**src/rtl/prc_pkg.sv**
```systemverilog
package prc_pkg;
  typedef enum logic [2:0] {
    PS_SLEEP = 3'd0,
    PS_RISE  = 3'd1,
    PS_DELAY = 3'd2,
    PS_PLAY  = 3'd3,
    PS_IDLE  = 3'd4,
    PS_FALL  = 3'd5
  } prc_state_e;
endpackage

```
**src/rtl/prc_wake_detect.sv**
```systemverilog
module prc_wake_detect #(
  parameter int RST_QUAL = 12
) (
  input  logic clk,
  input  logic rst,
  input  logic slave_mode,
  input  logic cs_n,
  input  logic st_n,
  input  logic wr_n,
  input  logic ext_rst_n,
  output logic start_req,
  output logic rst_qual
);
  localparam int QW = $clog2(RST_QUAL + 1);

  logic [QW-1:0] low_cnt_q;

  assign start_req = !cs_n && (slave_mode ? !wr_n : !st_n);

  always_ff @(posedge clk) begin
    if (rst || ext_rst_n) begin
      low_cnt_q <= '0;
    end else if (low_cnt_q != QW'(RST_QUAL)) begin
      low_cnt_q <= low_cnt_q + 1'b1;
    end
  end

  assign rst_qual = !ext_rst_n && (low_cnt_q == QW'(RST_QUAL - 1));

  AST_QUAL_SINGLE_PULSE: assert property (@(posedge clk) disable iff (rst)
    rst_qual |=> !rst_qual);
endmodule

```
**src/rtl/prc_ramp_gen.sv**
```systemverilog
module prc_ramp_gen #(
  parameter int LVL_W    = 9,
  parameter int STEP_CYC = 117
) (
  input  logic             clk,
  input  logic             rst,
  input  logic             up,
  input  logic             dn,
  output logic [LVL_W-1:0] level,
  output logic             at_top,
  output logic             at_zero
);
  localparam int PW = $clog2(STEP_CYC + 1);
  localparam logic [LVL_W-1:0] TOP = LVL_W'(1) << (LVL_W - 1);

  logic [PW-1:0]    presc_q;
  logic [LVL_W-1:0] level_q;
  logic             moving;

  assign at_top  = (level_q == TOP);
  assign at_zero = (level_q == '0);
  assign moving  = (up && !at_top) || (dn && !at_zero);

  always_ff @(posedge clk) begin
    if (rst) begin
      presc_q <= '0;
      level_q <= '0;
    end else if (moving) begin
      if (presc_q == PW'(STEP_CYC - 1)) begin
        presc_q <= '0;
        level_q <= up ? level_q + 1'b1 : level_q - 1'b1;
      end else begin
        presc_q <= presc_q + 1'b1;
      end
    end else begin
      presc_q <= '0;
    end
  end

  assign level = level_q;

  AST_LEVEL_IN_RANGE: assert property (@(posedge clk) disable iff (rst)
    level_q <= TOP);
  AST_UNIT_STEP: assert property (@(posedge clk) disable iff (rst)
    (level_q != $past(level_q)) |->
      ((level_q == $past(level_q) + 1'b1) || (level_q + 1'b1 == $past(level_q))));
  AST_HOLD_WHEN_STILL: assert property (@(posedge clk) disable iff (rst)
    (!up && !dn) |=> $stable(level_q));
endmodule

```
**src/rtl/prc_interval_timer.sv**
```systemverilog
module prc_interval_timer #(
  parameter int LIMIT = 1408
) (
  input  logic clk,
  input  logic rst,
  input  logic run,
  output logic hit
);
  localparam int CW = $clog2(LIMIT + 1);

  logic [CW-1:0] cnt_q;

  assign hit = run && (cnt_q == CW'(LIMIT - 1));

  always_ff @(posedge clk) begin
    if (rst || !run) begin
      cnt_q <= '0;
    end else if (!hit) begin
      cnt_q <= cnt_q + 1'b1;
    end
  end

  AST_TIMER_BOUND: assert property (@(posedge clk) disable iff (rst)
    cnt_q < CW'(LIMIT));
endmodule

```
**src/rtl/pwr_ramp_ctrl.sv**
```systemverilog
module pwr_ramp_ctrl #(
  parameter int LVL_W     = 9,
  parameter int STEP_CYC  = 117,
  parameter int HOLD_CYC  = 1920000,
  parameter int START_DLY = 1408,
  parameter int RST_QUAL  = 12
) (
  input  logic             clk,
  input  logic             rst,
  input  logic             slave_mode,
  input  logic             cs_n,
  input  logic             st_n,
  input  logic             wr_n,
  input  logic             ext_rst_n,
  input  logic             synth_done,
  output logic [LVL_W-1:0] dac_level,
  output logic             dac_override,
  output logic             ramp_active,
  output logic             synth_en,
  output logic             busy_n,
  output logic             busy_oe,
  output logic             osc_stop_req
);
  import prc_pkg::*;

  localparam logic [LVL_W-1:0] MID = LVL_W'(1) << (LVL_W - 1);

  prc_state_e state_q, state_d;
  logic       pend_q, pend_d;
  logic       start_req, rst_qual;
  logic       at_top, at_zero;
  logic       hold_hit, dly_hit;

  prc_wake_detect #(.RST_QUAL(RST_QUAL)) u_wake (
    .clk(clk), .rst(rst), .slave_mode(slave_mode), .cs_n(cs_n),
    .st_n(st_n), .wr_n(wr_n), .ext_rst_n(ext_rst_n),
    .start_req(start_req), .rst_qual(rst_qual)
  );

  prc_ramp_gen #(.LVL_W(LVL_W), .STEP_CYC(STEP_CYC)) u_ramp (
    .clk(clk), .rst(rst),
    .up(state_q == PS_RISE), .dn(state_q == PS_FALL),
    .level(dac_level), .at_top(at_top), .at_zero(at_zero)
  );

  prc_interval_timer #(.LIMIT(HOLD_CYC)) u_hold (
    .clk(clk), .rst(rst), .run(state_q == PS_IDLE), .hit(hold_hit)
  );

  prc_interval_timer #(.LIMIT(START_DLY)) u_settle (
    .clk(clk), .rst(rst), .run(state_q == PS_DELAY), .hit(dly_hit)
  );

  always_comb begin
    state_d = state_q;
    pend_d  = pend_q;
    unique case (state_q)
      PS_SLEEP: begin
        if (start_req) begin
          state_d = PS_RISE;
          pend_d  = 1'b1;
        end else if (rst_qual) begin
          state_d = PS_RISE;
          pend_d  = 1'b0;
        end
      end
      PS_RISE: begin
        if (start_req) pend_d = 1'b1;
        if (at_top) begin
          state_d = (pend_q || start_req) ? PS_DELAY : PS_IDLE;
          pend_d  = 1'b0;
        end
      end
      PS_DELAY: if (dly_hit) state_d = PS_PLAY;
      PS_PLAY:  if (synth_done) state_d = PS_IDLE;
      PS_IDLE: begin
        if (start_req)     state_d = PS_DELAY;
        else if (hold_hit) state_d = PS_FALL;
      end
      PS_FALL: begin
        if (start_req) begin
          state_d = PS_RISE;
          pend_d  = 1'b1;
        end else if (at_zero) begin
          state_d = PS_SLEEP;
        end
      end
      default: state_d = PS_SLEEP;
    endcase
  end

  always_ff @(posedge clk) begin
    if (rst) begin
      state_q      <= PS_SLEEP;
      pend_q       <= 1'b0;
      busy_oe      <= 1'b0;
      busy_n       <= 1'b1;
      osc_stop_req <= 1'b1;
      synth_en     <= 1'b0;
      ramp_active  <= 1'b0;
      dac_override <= 1'b1;
    end else begin
      state_q      <= state_d;
      pend_q       <= pend_d;
      busy_oe      <= (state_d != PS_SLEEP);
      busy_n       <= !((state_d == PS_DELAY) || (state_d == PS_PLAY) ||
                        ((state_d == PS_RISE) && pend_d));
      osc_stop_req <= (state_d == PS_SLEEP);
      synth_en     <= (state_d == PS_PLAY);
      ramp_active  <= (state_d == PS_RISE) || (state_d == PS_FALL);
      dac_override <= (state_d != PS_PLAY);
    end
  end

  AST_OSC_ONLY_AT_ZERO: assert property (@(posedge clk) disable iff (rst)
    osc_stop_req |-> (dac_level == '0));
  AST_SYNTH_AT_MID: assert property (@(posedge clk) disable iff (rst)
    synth_en |-> (dac_level == MID));
  AST_WAKE_EXITS_SLEEP: assert property (@(posedge clk) disable iff (rst)
    (osc_stop_req && start_req) |=> (!osc_stop_req && !busy_n));
  AST_STROBE_IGNORED_IN_PLAY: assert property (@(posedge clk) disable iff (rst)
    (synth_en && start_req && !synth_done) |=> (synth_en && !busy_n));
endmodule

```
**config.mk**
```make
export PLATFORM = sky130hd
export DESIGN_NAME = pwr_ramp_ctrl
export DESIGN_NICKNAME = d
export VERILOG_FILES = /design/src/rtl/prc_pkg.sv /design/src/rtl/prc_wake_detect.sv /design/src/rtl/prc_ramp_gen.sv /design/src/rtl/prc_interval_timer.sv /design/src/rtl/pwr_ramp_ctrl.sv
export SDC_FILE = /design/constraint.sdc
export NUM_CORES = 1
export LEC_CHECK = 0
export BUFFER_PORTS_ARGS = -buffer_cell sky130_fd_sc_hd__buf_2
export CAP_MARGIN = 20
export CORE_MARGIN = 1.5
export CORE_UTILIZATION = 50
export CTS_BUF_LIST = sky130_fd_sc_hd__clkbuf_8
export DETAILED_ROUTE_END_ITERATION = 8
export GPL_ROUTABILITY_DRIVEN = 0
export PLACE_DENSITY = 0.68
export SKIP_CTS_REPAIR_TIMING = 1
export SYNTH_ARGS = -nofsm -noshare
export SYNTH_HDL_FRONTEND = slang
export SYNTH_HIERARCHICAL = 1
export SYNTH_SLANG_ARGS = --single-unit
```
**constraint.sdc**
```tcl
create_clock -name clk -period 5.4 [get_ports clk]
set_clock_uncertainty 0.05 [all_clocks]
set_input_delay 0.27 -clock clk [delete_from_list [all_inputs] [get_ports clk]]
set_output_delay 0.27 -clock clk [all_outputs]
set_load 0.05 [all_outputs]
```
==> Word-level counts from Yosys, hierarchy flattened <==
Cells that the tools add are included.
{ "op_classes": {"bitwise": 1, "reduce_logical": 30, "muxes": 18, "add_sub_neg": 6, "n_eq_ne": 16} }
{ "op_table": {"columns": ["op", "count"], "rows": [
  ["$mux W3", 10],
  ["$add A21 B1 Y21 const B", 1],
  ["$eq A21 B21 Y1 const B", 1],
  ["$pmux W3 S6", 1],
  ["$eq A3 B2 Y1 const B", 4],
  ["$add A11 B1 Y11 const B", 1],
  ["$eq A11 B11 Y1 const B", 1],
  ["$add A9 B1 Y9 const B", 1],
  ["$eq A3 B3 Y1 const B", 3],
  ["$eq A9 B9 Y1 const B", 1],
  ["$logic_not A1 Y1", 9],
  ["$logic_not A9 Y1", 1],
  ["$mux W9", 1],
  ["$sub A9 B1 Y9 const B", 1],
  ["$logic_or A1 B1 Y1", 8],
  ["$add A7 B1 Y7 const B", 1],
  ["$eq A7 B7 Y1 const B", 1],
  ["$logic_and A1 B1 Y1", 7],
  ["$eq A3 B1 Y1 const B", 2],
  ["$logic_not A3 Y1", 2],
  ["$mux W1", 5],
  ["$add A4 B1 Y4 const B", 1],
  ["$eq A4 B4 Y1 const B", 1],
  ["$ne A4 B4 Y1 const B", 1],
  ["other kinds (6)", 6]
]} }
{ "word_totals": {"reg_bits": 62, "out_inout_bits": 15, "wordCells": 84} }

==> Depth between registers and ports, before layout <==
Gate-level depths: netlist of the first run.
{ "logic_depth": {"word_depth": 11, "depth_mapped": 12, "depth_no_buf": 10} }

==> By module <==
Netlist of the first run, hierarchy kept.
{ "modules_own_cells": {"columns": ["mod", "cells_each", "seq_area_each_um2", "area_each_um2", "n_inst"], "rows": [
  ["prc_interval_timer (u_hold)", 131, 420.4, 1153.6, 1],
  ["prc_ramp_gen", 131, 320.3, 1114.8, 1],
  ["prc_interval_timer (u_settle)", 60, 220.2, 558.0, 1],
  ["pwr_ramp_ctrl", 56, 200.2, 508.0, 1],
  ["prc_wake_detect", 26, 80.1, 242.7, 1]
]} }

==> Worst setup path after synthesis of the first run <==
OpenSTA, ideal clock, no wires.
{ "synth_timing": {"path_kind": "reg-to-reg", "startpoint": "register state_q[0]", "endpoint": "register u_ramp.level_q[8], in the netlist u_ramp/level[8]", "slack_ns": 2.713, "path_stages_with_launch": 9, "n_path_buf": 0, "t_arrival_ns": 2.516, "required_time_ns": 5.229, "setup_ns": 0.121, "path_cell_list": "dfxtp_1 nor3b_2 inv_1 ha_1 nor2b_4 o31ai_2 a221oi_1 o31a_1 mux2_4"} }
{ "synth_between": {"elab_chain_len": 4, "elab_cells_between_ends": 7, "classes_between": "2 x eq/ne; 1 x mux; 4 x reduce/logical"} }
{ "synth_rtl": {"columns": ["item", "line_no", "rtl"], "rows": [
  ["from (decl)", "pwr_ramp_ctrl.sv:28", "prc_state_e state_q, state_d;"],
  ["from (signal assigned)", "pwr_ramp_ctrl.sv:103", "state_q <= state_d;"],
  ["$eq A3 B1 Y1 or $eq A3 B3 Y1 (tied branches)", "pwr_ramp_ctrl.sv:42", ".up(state_q == PS_RISE), .dn(state_q == PS_FALL),"],
  ["$logic_and A1 B1 Y1", "prc_ramp_gen.sv:22", "assign moving = (up && !at_top) || (dn && !at_zero);"],
  ["$logic_or A1 B1 Y1", "prc_ramp_gen.sv:22", null],
  ["$reduce_and A2 Y1 (no line)", null, null],
  ["to (signal assigned)", "prc_ramp_gen.sv:31", "level_q <= up ? level_q + 1'b1 : level_q - 1'b1;"],
  ["to (decl)", "prc_ramp_gen.sv:17", "logic [LVL_W-1:0] level_q;"]
]} }
Several ways; a longest one is shown, not always the timed one.
A chain may end at the register's enable or synchronous reset.

==> Final worst setup path of the first run <==
Ends and elaborated chain as after synthesis.

==> impl_results.md, run 1 <==
* Root Buffer Master: sky130_fd_sc_hd__clkbuf_8
* Post-detailed-placement half-perimeter wirelength at 5.122 mm
* Worst min-delay path class: input port to flop
* Classification of the worst setup path: flop to flop
* Layout area overhead at 8.290%
* Number of input and output port buffers inserted at 22
* Clk sinks at 62
* TritonCTS clock tree: yes
* Reg2Reg Setup Slack at 2.09 ns
* Sequential fraction of the synthesis area at 34.70%
* WHS Endpoint: u_wake/low_cnt_q[0]
* Area of the multi-input gates at 2166 sq um
* Relative contribution of the clock network to total power at 40.0%
* Kind of cell with the highest combined delay on the critical path: simple AND/OR/NAND/NOR gates
* Grt total ovfl at 0
* Commonest non-fill, non-tap cells in the layout: 62 x sky130_fd_sc_hd__dfxtp_1, 34 x sky130_fd_sc_hd__nand2_1, 31 x sky130_fd_sc_hd__nor2_1
* Register bit count reported by yosys at 62
* Maximum root-to-sink buffer count at 2
* FP Rows at 30
* Worst stage delay on the critical path at 0.61 ns
* Cell type with the highest aggregate area in the netlist: sky130_fd_sc_hd__dfxtp_1
* Worst rel slew slack at 50.52%
* Final number of hold-violating endpoints at 0
* Primary flip-flop cell chosen by synthesis mapping: sky130_fd_sc_hd__dfxtp_1
* EDFF count, synth at 0
* Routed metal-1 wire length at 3.579 mm
* Vert. Die Dim at 87.59 um
* Number of antenna violations at the first check in global routing at 0
* Total wire length after detailed routing at 7.239 mm
* Beginning of the critical path: state_q[0]
* Final Critical Period at 3.311 ns
* DP Cell Count at 510
* Final number of setup-violating endpoints at 0
* Outcome: complete, no violations
* Data arrival time of the critical path at 3.49 ns
* Synthesized netlist net count at 426
* Placeable core area at 6869 sq um
* Die area at 7671 sq um
* PD cells at 227.0 nW/um^2
* Buffering stage count on the worst path with inverters included at 1
* Post-place instance area at 3706 sq um
* Most common cell after layout, fill and taps aside: sky130_fd_sc_hd__dfxtp_1
* Fmax achieved at 302.0 MHz
* Filler cell count at 651
* Post-route cell area at 3874 sq um
* Via density per instance at 5.726
* Length in cells of the worst reg-to-reg path at 8
* Post-synth cell types at 76
* Mean instance size in the synthesized netlist at 8.854 sq um
* Crit Reg-Reg Endpoint: u_ramp/level[8]
* Min setup slack post-route at 2.089 ns
* Net switching component of the power at 0.2206 mW
* Number of violations of the max-capacitance limit at 0
* Fin cells at 526
* Highest metal layer with signal wires: met4
* N_diodes at 0
* Count of nets left with antenna violations after detail routing at 0
* Portion of total power attributed to combinational logic at 6.8%
* Cell type of the slowest stage on the worst timing path: sky130_fd_sc_hd__nor3b_2
* Source of the worst register-to-register timing path: state_q[0]
* Cells traversed along the worst timing path: nor3b_2 -> inv_1 -> ha_1 -> nor2b_4 -> o31ai_2 -> a221oi_1 -> o31a_1 -> mux2_4
* Seq. cell area at 1241 sq um
* Type of element capturing the critical path: flop
* Share of async-settable or async-resettable flops after synthesis at 0%
* Part of the total power dissipated in sequential elements at 53.2%
* Yosys synthesis warning count at 6
* Number of clock buffers inserted by TritonCTS at 9
* Met2 routed WL at 3.429 mm
* Total Neg Setup Slack at 0 ns
* Number of placed I/O pins at 23
* Crit Path Max Fanout at 15
* Initial Util at 52.08%
* Fraction of layout instances using a drive strength above 1 at 16.05%
* Total number of H-tree levels at 3
* All-Layer GR Usage at 20.58%
* Post-place setup slack at 2.126 ns
* Internal power summed over all cells at 0.6588 mW
* Largest vdd supply drop at 0.1272 mV
* Clock slew at the register clock pins of the worst setup and hold paths at 0.07 ns
* Average detailed-routed wire length per instance at 13.76 um
* Leakage power at 1.433 nW
* Overall die width at 87.59 um
* Number of pins exceeding their max-slew limit in the final report at 0
* Number of violations reported at the end of detailed-routing iteration 0 at 134
* Levels on crit path at 8
* Worst Hold Launch: ext_rst_n
* Critical path startpoint category: flop
* Worst Hold Depth at 3
* Utilization after layout at 56.39%
* Post-layout net count at 447
* Share of the synthesized area in the top cell type at 34.70%
* Pin count of the biggest net entering global routing at 29
* Wire length of the first global-routing pass at 12.56 mm
* Clock insertion delay at the later pin of the skew report at 0.34 ns
* Setup repair after global routing missed its margin: no
* Number of remaining DRC errors at 0
* Vias in the first global route at 2,824
* Switching fraction of total power at 25.08%
* DR WL met3 at 160 um
* Transition time at the pin with the least slew margin at 0.7422 ns
* Post-synthesis cell count at 404
* Required time worst endpoint at 5.58 ns
* Drt pass-1 iters at 4
* Fin crit share at 61.31%
* Total via count in the routed design at 3,012
* Cell types with the largest area share after synthesis: sky130_fd_sc_hd__dfxtp_1 35%, sky130_fd_sc_hd__ha_1 4.5%, sky130_fd_sc_hd__a21oi_1 3.8%
* Post-synthesis instance area at 3577 sq um
## metrics by stage
stage | power (mW) | hold slack [ns]
2_1_floorplan | 0.5239 | 0.3800
3_3_place_gp | 0.5356 | 0.3956
3_5_place_dp | 0.5379 | 0.4109
4_1_cts | 0.8943 | 0.1990
5_1_grt | 0.9219 | 0.2147
6_report | 0.8793 | 0.2163
## cell type report
type | count | share of cell area (%)
clock buffer | 10 | 3.553
clock inverter | 6 | 0.7752
inverter | 17 | 1.647
multi-input combinational | 312 | 55.91
sequential | 62 | 32.04
tap | 96 | 3.101
timing repair buffer | 23 | 2.972
## per-layer routing
layer | global-route usage [%] | vias up
met5 | 0 | -
met4 | 7.215 | 0
met3 | 4.241 | 6
met2 | 34.55 | 39
met1 | 26.28 | 1432
li1 | - | 1535
## power by group through the flow
| stage | logic (mW) | clock network [mW] | registers, mW |
|---|---|---|---|
| detailed placement | 0.0598 | 0 | 0.478 |
| CTS | 0.0601 | 0.367 | 0.468 |
| finish | 0.0601 | 0.351 | 0.468 |
| global route | 0.0675 | 0.386 | 0.468 |
| global placement | 0.0578 | 0 | 0.478 |
| floorplan | 0.0392 | 0 | 0.485 |
## kinds of logic (layout without fill, tap and decap cells)
family | count (synthesis) | after routing | synth area share, %
AND/OR/NAND/NOR | 179 | 179 | 31.30
AO/OA/AOI/OAI | 100 | 100 | 19.10
flip-flops | 62 | 62 | 34.70
buffers and inverters | 30 | 56 | 4.757
adder cells (fa/ha/maj) | 14 | 14 | 5.107
XOR/XNOR | 13 | 13 | 3.183
multiplexers | 6 | 6 | 1.854
## how the worst max path moves through the flow
stage / end / slack, ns
global route: u_ramp/level[8] / 1.76
CTS: u_ramp/level[8] / 2.10
finish: u_ramp/level[8] / 2.09
floorplan: u_ramp/level[8] / 2.71
detailed placement: u_ramp/level[8] / 2.13
global placement: u_ramp/level[8] / 2.25
## synth_stat cells (3+ instances only)
cell type                   n
sky130_fd_sc_hd__mux2i_1    4
sky130_fd_sc_hd__a31oi_1    8
sky130_fd_sc_hd__xnor2_1    6
sky130_fd_sc_hd__and4_2     3
sky130_fd_sc_hd__a21oi_1   27
sky130_fd_sc_hd__dfxtp_1   62
sky130_fd_sc_hd__nand2_1   34
sky130_fd_sc_hd__a211oi_1   6
sky130_fd_sc_hd__nor3_1    14
sky130_fd_sc_hd__nor4_4     3
sky130_fd_sc_hd__nand3b_1   3
sky130_fd_sc_hd__nand2b_1   4
sky130_fd_sc_hd__o21ai_0   19
sky130_fd_sc_hd__nor2_1    31
sky130_fd_sc_hd__o21a_1     4
sky130_fd_sc_hd__or4_1      3
sky130_fd_sc_hd__and2_2     3
sky130_fd_sc_hd__buf_6      5
sky130_fd_sc_hd__and3_1     6
sky130_fd_sc_hd__and4_1     3
sky130_fd_sc_hd__ha_1      13
sky130_fd_sc_hd__inv_1     17
sky130_fd_sc_hd__or3_1      6
sky130_fd_sc_hd__and2_1     4
sky130_fd_sc_hd__xor2_1     7
sky130_fd_sc_hd__a2111o_1   4
sky130_fd_sc_hd__nand4_1    6
sky130_fd_sc_hd__nand3_1   17
sky130_fd_sc_hd__nor3b_1    5
sky130_fd_sc_hd__o211ai_1   5
sky130_fd_sc_hd__nor2b_1   10
sky130_fd_sc_hd__and4b_1    3
sky130_fd_sc_hd__o31ai_1    4
## worst register-to-register path, stage by stage (launching register included)
cell                       delay, ns
sky130_fd_sc_hd__dfxtp_1        0.60
sky130_fd_sc_hd__nor3b_2        0.61
sky130_fd_sc_hd__inv_1          0.34
sky130_fd_sc_hd__ha_1           0.43
sky130_fd_sc_hd__nor2b_4        0.15
sky130_fd_sc_hd__o31ai_2        0.28
sky130_fd_sc_hd__a221oi_1       0.12
sky130_fd_sc_hd__o31a_1         0.32
sky130_fd_sc_hd__mux2_4         0.29
## sequential cells by signal, indices dropped and copies added, names as in the netlist
signal	flops
busy_n	1
busy_oe	1
dac_override	1
osc_stop_req	1
pend_q	1
ramp_active	1
state_q	3
synth_en	1
u_hold/cnt_q	21
u_ramp/level	9
u_ramp/presc_q	7
u_settle/cnt_q	11
u_wake/low_cnt_q	4
(Power assumes the default switching activity.)
==> run 2, diff against run 1 <==
--- a/config.mk
+++ b/config.mk
@@ -12,7 +12,7 @@
 export CTS_BUF_LIST = sky130_fd_sc_hd__clkbuf_8
 export DETAILED_ROUTE_END_ITERATION = 8
 export GPL_ROUTABILITY_DRIVEN = 0
-export PLACE_DENSITY = 0.68
+export PLACE_DENSITY = 0.7
 export SKIP_CTS_REPAIR_TIMING = 1
 export SYNTH_ARGS = -nofsm -noshare
 export SYNTH_HDL_FRONTEND = slang
==> constraint.sdc (replaced) <==
create_clock -name clk -period 2.9 [get_ports clk]
set_clock_uncertainty 0.05 [all_clocks]
set_input_delay 0.145 -clock clk [delete_from_list [all_inputs] [get_ports clk]]
set_output_delay 0.145 -clock clk [all_outputs]
set_load 0.05 [all_outputs]
==> run 2 against run 1 <==
Compared with the run above: clock power up 130%; fmax is 30% higher; die area is the same; final cell count increased by 1.1%; worst setup slack worse by 1.7 ns; hold slack worse by 0.12 ns; clock-buffer cell count unchanged; sequential share of layout area decreased by 0.77 points; combinational power increased by 100%; first-iteration DRC count up 19%.
==> impl_results.md, run 2 (synthesized netlist as in run 1, its figures left out) <==
* Outcome: complete, no violations
* Final Critical Period at 2.540 ns (-0.7707 ns)
* Beginning of the critical path: state_q[2]
* Placeable core area at 6869 sq um (unchanged)
* Fraction of layout instances using a drive strength above 1 at 17.20% (+1.2 points)
* Total number of H-tree levels at 3 (unchanged)
* Total Neg Setup Slack at 0 ns (unchanged)
* Length in cells of the worst reg-to-reg path at 8 (unchanged)
* FP Rows at 30 (unchanged)
* Wire length of the first global-routing pass at 12.18 mm (-3.0%)
* Most common cell after layout, fill and taps aside: sky130_fd_sc_hd__dfxtp_1
* Data arrival time of the critical path at 2.71 ns (-0.78 ns)
* Grt total ovfl at 0 (unchanged)
* Pin count of the biggest net entering global routing at 29 (unchanged)
* Worst stage delay on the critical path at 0.40 ns (-0.21 ns)
* Crit Path Max Fanout at 9 (-6)
* Worst rel slew slack at 50.48% (about the same)
* Number of violations reported at the end of detailed-routing iteration 0 at 159 (+19%)
* Reg2Reg Setup Slack at 0.36 ns (-1.73 ns)
* Utilization after layout at 57.78% (+1.4 points)
* Average detailed-routed wire length per instance at 13.55 um (-1.5%)
* Cells traversed along the worst timing path: nor3b_2 -> inv_1 -> ha_1 -> nor2b_4 -> o31ai_2 -> a221oi_1 -> o31a_1 -> mux2_4
* Seq. cell area at 1241 sq um (unchanged)
* Setup repair after global routing missed its margin: no
* Initial Util at 52.08% (unchanged)
* Fin crit share at 87.59% (+26 points)
* Critical path capture point: u_ramp/level[8]
* Number of antenna violations at the first check in global routing at 0 (unchanged)
* Clk sinks at 62 (unchanged)
* Number of flip-flops under the largest register name at 21 (unchanged)
* Post-layout net count at 453 (+1.3%)
* PD cells at 453.4 nW/um^2 (+100%)
* Fmax achieved at 393.7 MHz (+30%)
* Commonest non-fill, non-tap cells in the layout: 62 x sky130_fd_sc_hd__dfxtp_1, 34 x sky130_fd_sc_hd__nand2_1, 31 x sky130_fd_sc_hd__nor2_1
* Clock insertion delay at the later pin of the skew report at 0.33 ns (about the same)
* Maximum root-to-sink buffer count at 2 (unchanged)
* Drt pass-1 iters at 4 (unchanged)
* Register containing the most flip-flops in the final layout: u_hold/cnt_q
* Transition time at the pin with the least slew margin at 0.7413 ns (-0.0008190 ns)
* Total via count in the routed design at 3,037 (+0.83%)
* Number of input and output port buffers inserted at 22 (unchanged)
* All-Layer GR Usage at 20.08% (-0.49 points)
* Required time worst endpoint at 3.07 ns (-2.51 ns)
* Area of the multi-input gates at 2166 sq um (unchanged)
* Post-place instance area at 3754 sq um (+1.3%)
* Classification of the worst setup path: flop to flop
* N_diodes at 0 (unchanged)
* Count of nets left with antenna violations after detail routing at 0 (unchanged)
* Number of pins exceeding their max-slew limit in the final report at 0 (unchanged)
* Leakage power at 1.489 nW (+4.0%)
* Worst min-delay path class: input port to flop
* Post-route cell area at 3969 sq um (+2.5%)
* Clock slew at the register clock pins of the worst setup and hold paths at 0.07 ns (about the same)
* Crit Reg-Reg Endpoint: u_ramp/level[8]
* Number of placed I/O pins at 23 (unchanged)
* Number of clock buffers inserted by TritonCTS at 9 (unchanged)
* Cell type of the slowest stage on the worst timing path: sky130_fd_sc_hd__ha_1
* Largest vdd supply drop at 0.2345 mV (+84%)
* Post-detailed-placement half-perimeter wirelength at 5.198 mm (+1.5%)
* Number of violations of the max-capacitance limit at 0 (unchanged)
* Total wire length after detailed routing at 7.210 mm (-0.40%)
* Number of remaining DRC errors at 0 (unchanged)
* Vias in the first global route at 2,725 (-3.5%)
* Final number of hold-violating endpoints at 0 (unchanged)
* Root Buffer Master: sky130_fd_sc_hd__clkbuf_8
* Critical path startpoint category: flop
* Final number of setup-violating endpoints at 0 (unchanged)
* Source of the worst register-to-register timing path: state_q[2]
* TritonCTS clock tree: yes
* Die area at 7671 sq um (unchanged)
* Filler cell count at 611 (-6.1%)
* Overall die width at 87.59 um (unchanged)
* Type of element capturing the critical path: flop
* Power after layout at 1.800 mW (+100%)
* Vert. Die Dim at 87.59 um (unchanged)
* Via density per instance at 5.709 (-0.31%)
* Layout area overhead at 10.95%
-- run 2: changes by cell type in the layout (fill, tap and decap cells not counted), sizes merged --
cell,before,now
buf,23,29
bufinv,0,2
clkinvlp,1,0
clkinv,3,2
-- run 2: worst min path at each step --
stage,start,to,slack [ns],depth (start not counted)
3_5_place_dp,u_hold/cnt_q[8],u_hold/cnt_q[8],0.41,2
4_1_cts,ext_rst_n,u_wake/low_cnt_q[0],0.08,3
3_3_place_gp,u_ramp/presc_q[0],u_ramp/presc_q[0],0.40,1
2_1_floorplan,rst,u_wake/low_cnt_q[0],0.28,2
5_1_grt,ext_rst_n,u_wake/low_cnt_q[0],0.1,3
6_report,ext_rst_n,u_wake/low_cnt_q[0],0.09,3
-- run 2: metal layers --
layer	GRT usage [%]	share of wire, %
met3	4.713	4.0
met1	26.17	50
met4	7.071	1.6
met2	32.66	45
met5	0	0
-- run 2: cell type report --
class                   count  share of cell area [%]
inverters                  17                   1.608
flip-flops and latches     62                   31.27
clock inverters             6                   1.955
clock buffers              10                   3.468
repair buffers             29                   4.098
well taps                  96                   3.026
multi-input cells         312                   54.57
-- run 2: worst max-delay path: cells and delay by family (launching register included) --
kind | cells | cell delay, ns
fa+ha+maj | 1 | 0.40
buf+inv | 1 | 0.18
flops | 1 | 0.39
compound gates | 3 | 0.75
mux | 1 | 0.29
simple gates | 2 | 0.36
-- run 2: stage by stage --
step                worst slack, ns  hold slack [ns]  std cells
floorplan                    0.2131           0.2793        404
global placement             0.4353           0.3979        516
detailed placement           0.3903           0.4077        516
CTS                          0.3827          0.07666        532
global route                 0.2634          0.09897        532
finish                       0.3598          0.09337        532
-- run 2: power by group --
group,leakage (nW),total [mW],internal (mW),switching [mW]
Clock,0.119,0.812,0.498,0.314
Combinational,0.870,0.120,0.0468,0.0731
Sequential,0.501,0.867,0.861,0.00638
Total,1.49,1.80,1.41,0.394
==> run 3, diff against run 2 <==
--- a/config.mk
+++ b/config.mk
@@ -12,7 +12,8 @@
 export CTS_BUF_LIST = sky130_fd_sc_hd__clkbuf_8
 export DETAILED_ROUTE_END_ITERATION = 8
 export GPL_ROUTABILITY_DRIVEN = 0
-export PLACE_DENSITY = 0.7
+export GPL_TIMING_DRIVEN = 0
+export PLACE_DENSITY = 0.68
 export SKIP_CTS_REPAIR_TIMING = 1
 export SYNTH_ARGS = -nofsm -noshare
 export SYNTH_HDL_FRONTEND = slang
==> constraint.sdc (replaced) <==
create_clock -name clk -period 2.95 [get_ports clk]
set_clock_uncertainty 0.05 [all_clocks]
set_input_delay 0.1475 -clock clk [delete_from_list [all_inputs] [get_ports clk]]
set_output_delay 0.1475 -clock clk [all_outputs]
set_load 0.05 [all_outputs]
==> run 3 against run 2 <==
Compared with the run above: sequential share of layout area fell by 0.79 points; total power fell by 1.9%; die area did not move; cell area rose by 2.7%; via count fell by 1.9%; fmax fell by 6.1%.
==> impl_results.md, run 3 (synthesized netlist as in run 1, its figures left out) <==
* Data arrival time of the critical path at 2.89 ns (+0.18 ns)
* Setup repair after global routing missed its margin: no
* Utilization after layout at 59.34% (+1.6 points)
* Worst min-delay path class: input port to flop
* PD cells at 433.0 nW/um^2 (-4.5%)
* TritonCTS clock tree: yes
* Die area at 7671 sq um (unchanged)
* Clock slew at the register clock pins of the worst setup and hold paths at 0.07 ns (about the same)
* Initial Util at 52.08% (unchanged)
* Final number of hold-violating endpoints at 0 (unchanged)
* Critical path startpoint category: flop
* Crit Path Max Fanout at 9 (unchanged)
* Wire length of the first global-routing pass at 12.78 mm (+4.9%)
* Grt total ovfl at 0 (unchanged)
* Number of placed I/O pins at 23 (unchanged)
* Largest vdd supply drop at 0.2626 mV (+12%)
* Number of pins exceeding their max-slew limit in the final report at 0 (unchanged)
* Classification of the worst setup path: flop to flop
* Total wire length after detailed routing at 7.288 mm (+1.1%)
* Cell type of the slowest stage on the worst timing path: sky130_fd_sc_hd__dfxtp_1
* Type of element capturing the critical path: flop
* Required time worst endpoint at 3.14 ns (+0.07 ns)
* Layout area overhead at 13.96%
* Number of violations reported at the end of detailed-routing iteration 0 at 106 (-33%)
* Post-detailed-placement half-perimeter wirelength at 5.089 mm (-2.1%)
* Most common cell after layout, fill and taps aside: sky130_fd_sc_hd__dfxtp_1
* Number of clock buffers inserted by TritonCTS at 9 (unchanged)
* Worst stage delay on the critical path at 0.46 ns (+0.06 ns)
* Number of input and output port buffers inserted at 22 (unchanged)
* Worst Hold Depth at 3 (unchanged)
* Number of violations of the max-capacitance limit at 0 (unchanged)
* Leakage power at 1.536 nW (+3.1%)
* Clk sinks at 62 (unchanged)
* Worst rel slew slack at 63.28% (+13 points)
* Length in cells of the worst reg-to-reg path at 8 (unchanged)
* Final number of setup-violating endpoints at 0 (unchanged)
* FP Rows at 30 (unchanged)
* Post-place instance area at 3807 sq um (+1.4%)
* Final Critical Period at 2.705 ns (+0.1649 ns)
* WHS Endpoint: u_wake/low_cnt_q[3]
* Outcome: complete, no violations
* Average detailed-routed wire length per instance at 13.40 um (-1.1%)
* Register containing the most flip-flops in the final layout: u_hold/cnt_q
* Clock insertion delay at the later pin of the skew report at 0.34 ns (about the same)
* Via density per instance at 5.478 (-4.0%)
* Source of the worst register-to-register timing path: state_q[0]
* Vert. Die Dim at 87.59 um (unchanged)
* Number of flip-flops under the largest register name at 21 (unchanged)
* Overall die width at 87.59 um (unchanged)
* Post-route cell area at 4076 sq um (+2.7%)
* Number of remaining DRC errors at 0 (unchanged)
* Count of nets left with antenna violations after detail routing at 0 (unchanged)
* Cells traversed along the worst timing path: nor3b_4 -> inv_2 -> ha_1 -> nor2b_4 -> o31ai_2 -> a221oi_1 -> o31a_1 -> mux2_4
* N_diodes at 0 (unchanged)
* Root Buffer Master: sky130_fd_sc_hd__clkbuf_8
* Fmax achieved at 369.7 MHz (-6.1%)
* Reg2Reg Setup Slack at 0.24 ns (-0.11 ns)
* Maximum root-to-sink buffer count at 2 (unchanged)
* Fin crit share at 91.70% (+4.1 points)
* Pin count of the biggest net entering global routing at 12 (-59%)
* Buffering stage count on the worst path with inverters included at 1 (unchanged)
* All-Layer GR Usage at 20.91% (+0.82 points)
* Filler cell count at 631 (+3.3%)
* Drt pass-1 iters at 4 (unchanged)
* Number of antenna violations at the first check in global routing at 0 (unchanged)
* Post-layout net count at 466 (+2.9%)
* Placeable core area at 6869 sq um (unchanged)
* Crit Reg-Reg Endpoint: u_ramp/level[8]
* Fraction of layout instances using a drive strength above 1 at 19.42% (+2.2 points)
* Commonest non-fill, non-tap cells in the layout: 61 x sky130_fd_sc_hd__dfxtp_1, 34 x sky130_fd_sc_hd__nand2_1, 31 x sky130_fd_sc_hd__nor2_1
* Transition time at the pin with the least slew margin at 0.5484 ns (-0.1929 ns)
* Vias in the first global route at 2,872 (+5.4%)
* Worst Hold Launch: ext_rst_n
* Total number of H-tree levels at 3 (unchanged)
* Total via count in the routed design at 2,980 (-1.9%)
* Kind of cell with the highest combined delay on the critical path: compound AO/OA/AOI/OAI gates
## run 3: worst max-delay path by stage
stage / from / end / slack [ns] / depth (start not counted)
final: state_q[0] / u_ramp/level[8] / 0.24 / 8
after global routing: state_q[0] / u_ramp/level[8] / 0.04 / 9
after CTS: state_q[0] / u_ramp/level[8] / -0.20 / 8
after detailed placement: state_q[0] / u_ramp/level[8] / -0.19 / 8
after global placement: state_q[0] / u_ramp/level[8] / -0.14 / 8
after floorplan: state_q[0] / u_ramp/level[8] / 0.26 / 8
## run 3: metal layers
layer	vias up	global-route usage, %	part of all wire [%]
met5	-	0	0
met2	33	34.48	47
met1	1371	26.31	49
met3	10	5.655	2.9
li1	1566	-	-
met4	0	7.504	1.4
## run 3: layout make-up
| type | count | area, sq um | area share (%) |
|---|---|---|---|
| sequential | 62 | 1242 | 30.48 |
| multi-input combinational | 312 | 2178 | 53.44 |
| inverter | 17 | 63.81 | 1.565 |
| timing repair buffer | 29 | 162.7 | 3.990 |
| buffer | 13 | 106.4 | 2.609 |
| tap | 96 | 120.1 | 2.947 |
| clock buffer | 9 | 123.9 | 3.039 |
| clock inverter | 6 | 78.83 | 1.934 |
## run 3: report_power, final
part | total (mW) | switching, mW | internal, mW
sequential | 0.854 | 0.00808 | 0.846
combinational | 0.126 | 0.0726 | 0.0536
clock | 0.785 | 0.322 | 0.463
total | 1.77 | 0.402 | 1.36
## run 3: metrics by stage
step                hold slack (ns)  std cells  worst slack, ns  power [mW]  setup TNS (ns)
detailed placement           0.4075        522          -0.1925      0.9858         -0.1933
global placement             0.3957        522          -0.1381      0.9833         -0.1381
global route                 0.1008        544          0.03960       1.837               0
finish                      0.08285        544           0.2449       1.765               0
CTS                         0.07859        537          -0.1999       1.773         -0.2017
floorplan                    0.2818        404           0.2631      0.9589               0
## run 3: worst reg2reg max path, stage by stage, from the launching register on
cell and delay (ns):
sky130_fd_sc_hd__dfxtp_1 0.46, sky130_fd_sc_hd__nor3b_4 0.34, sky130_fd_sc_hd__inv_2 0.16, sky130_fd_sc_hd__ha_1 0.38, sky130_fd_sc_hd__nor2b_4 0.15, sky130_fd_sc_hd__o31ai_2 0.29, sky130_fd_sc_hd__a221oi_1 0.13, sky130_fd_sc_hd__o31a_1 0.34
sky130_fd_sc_hd__mux2_4 0.30
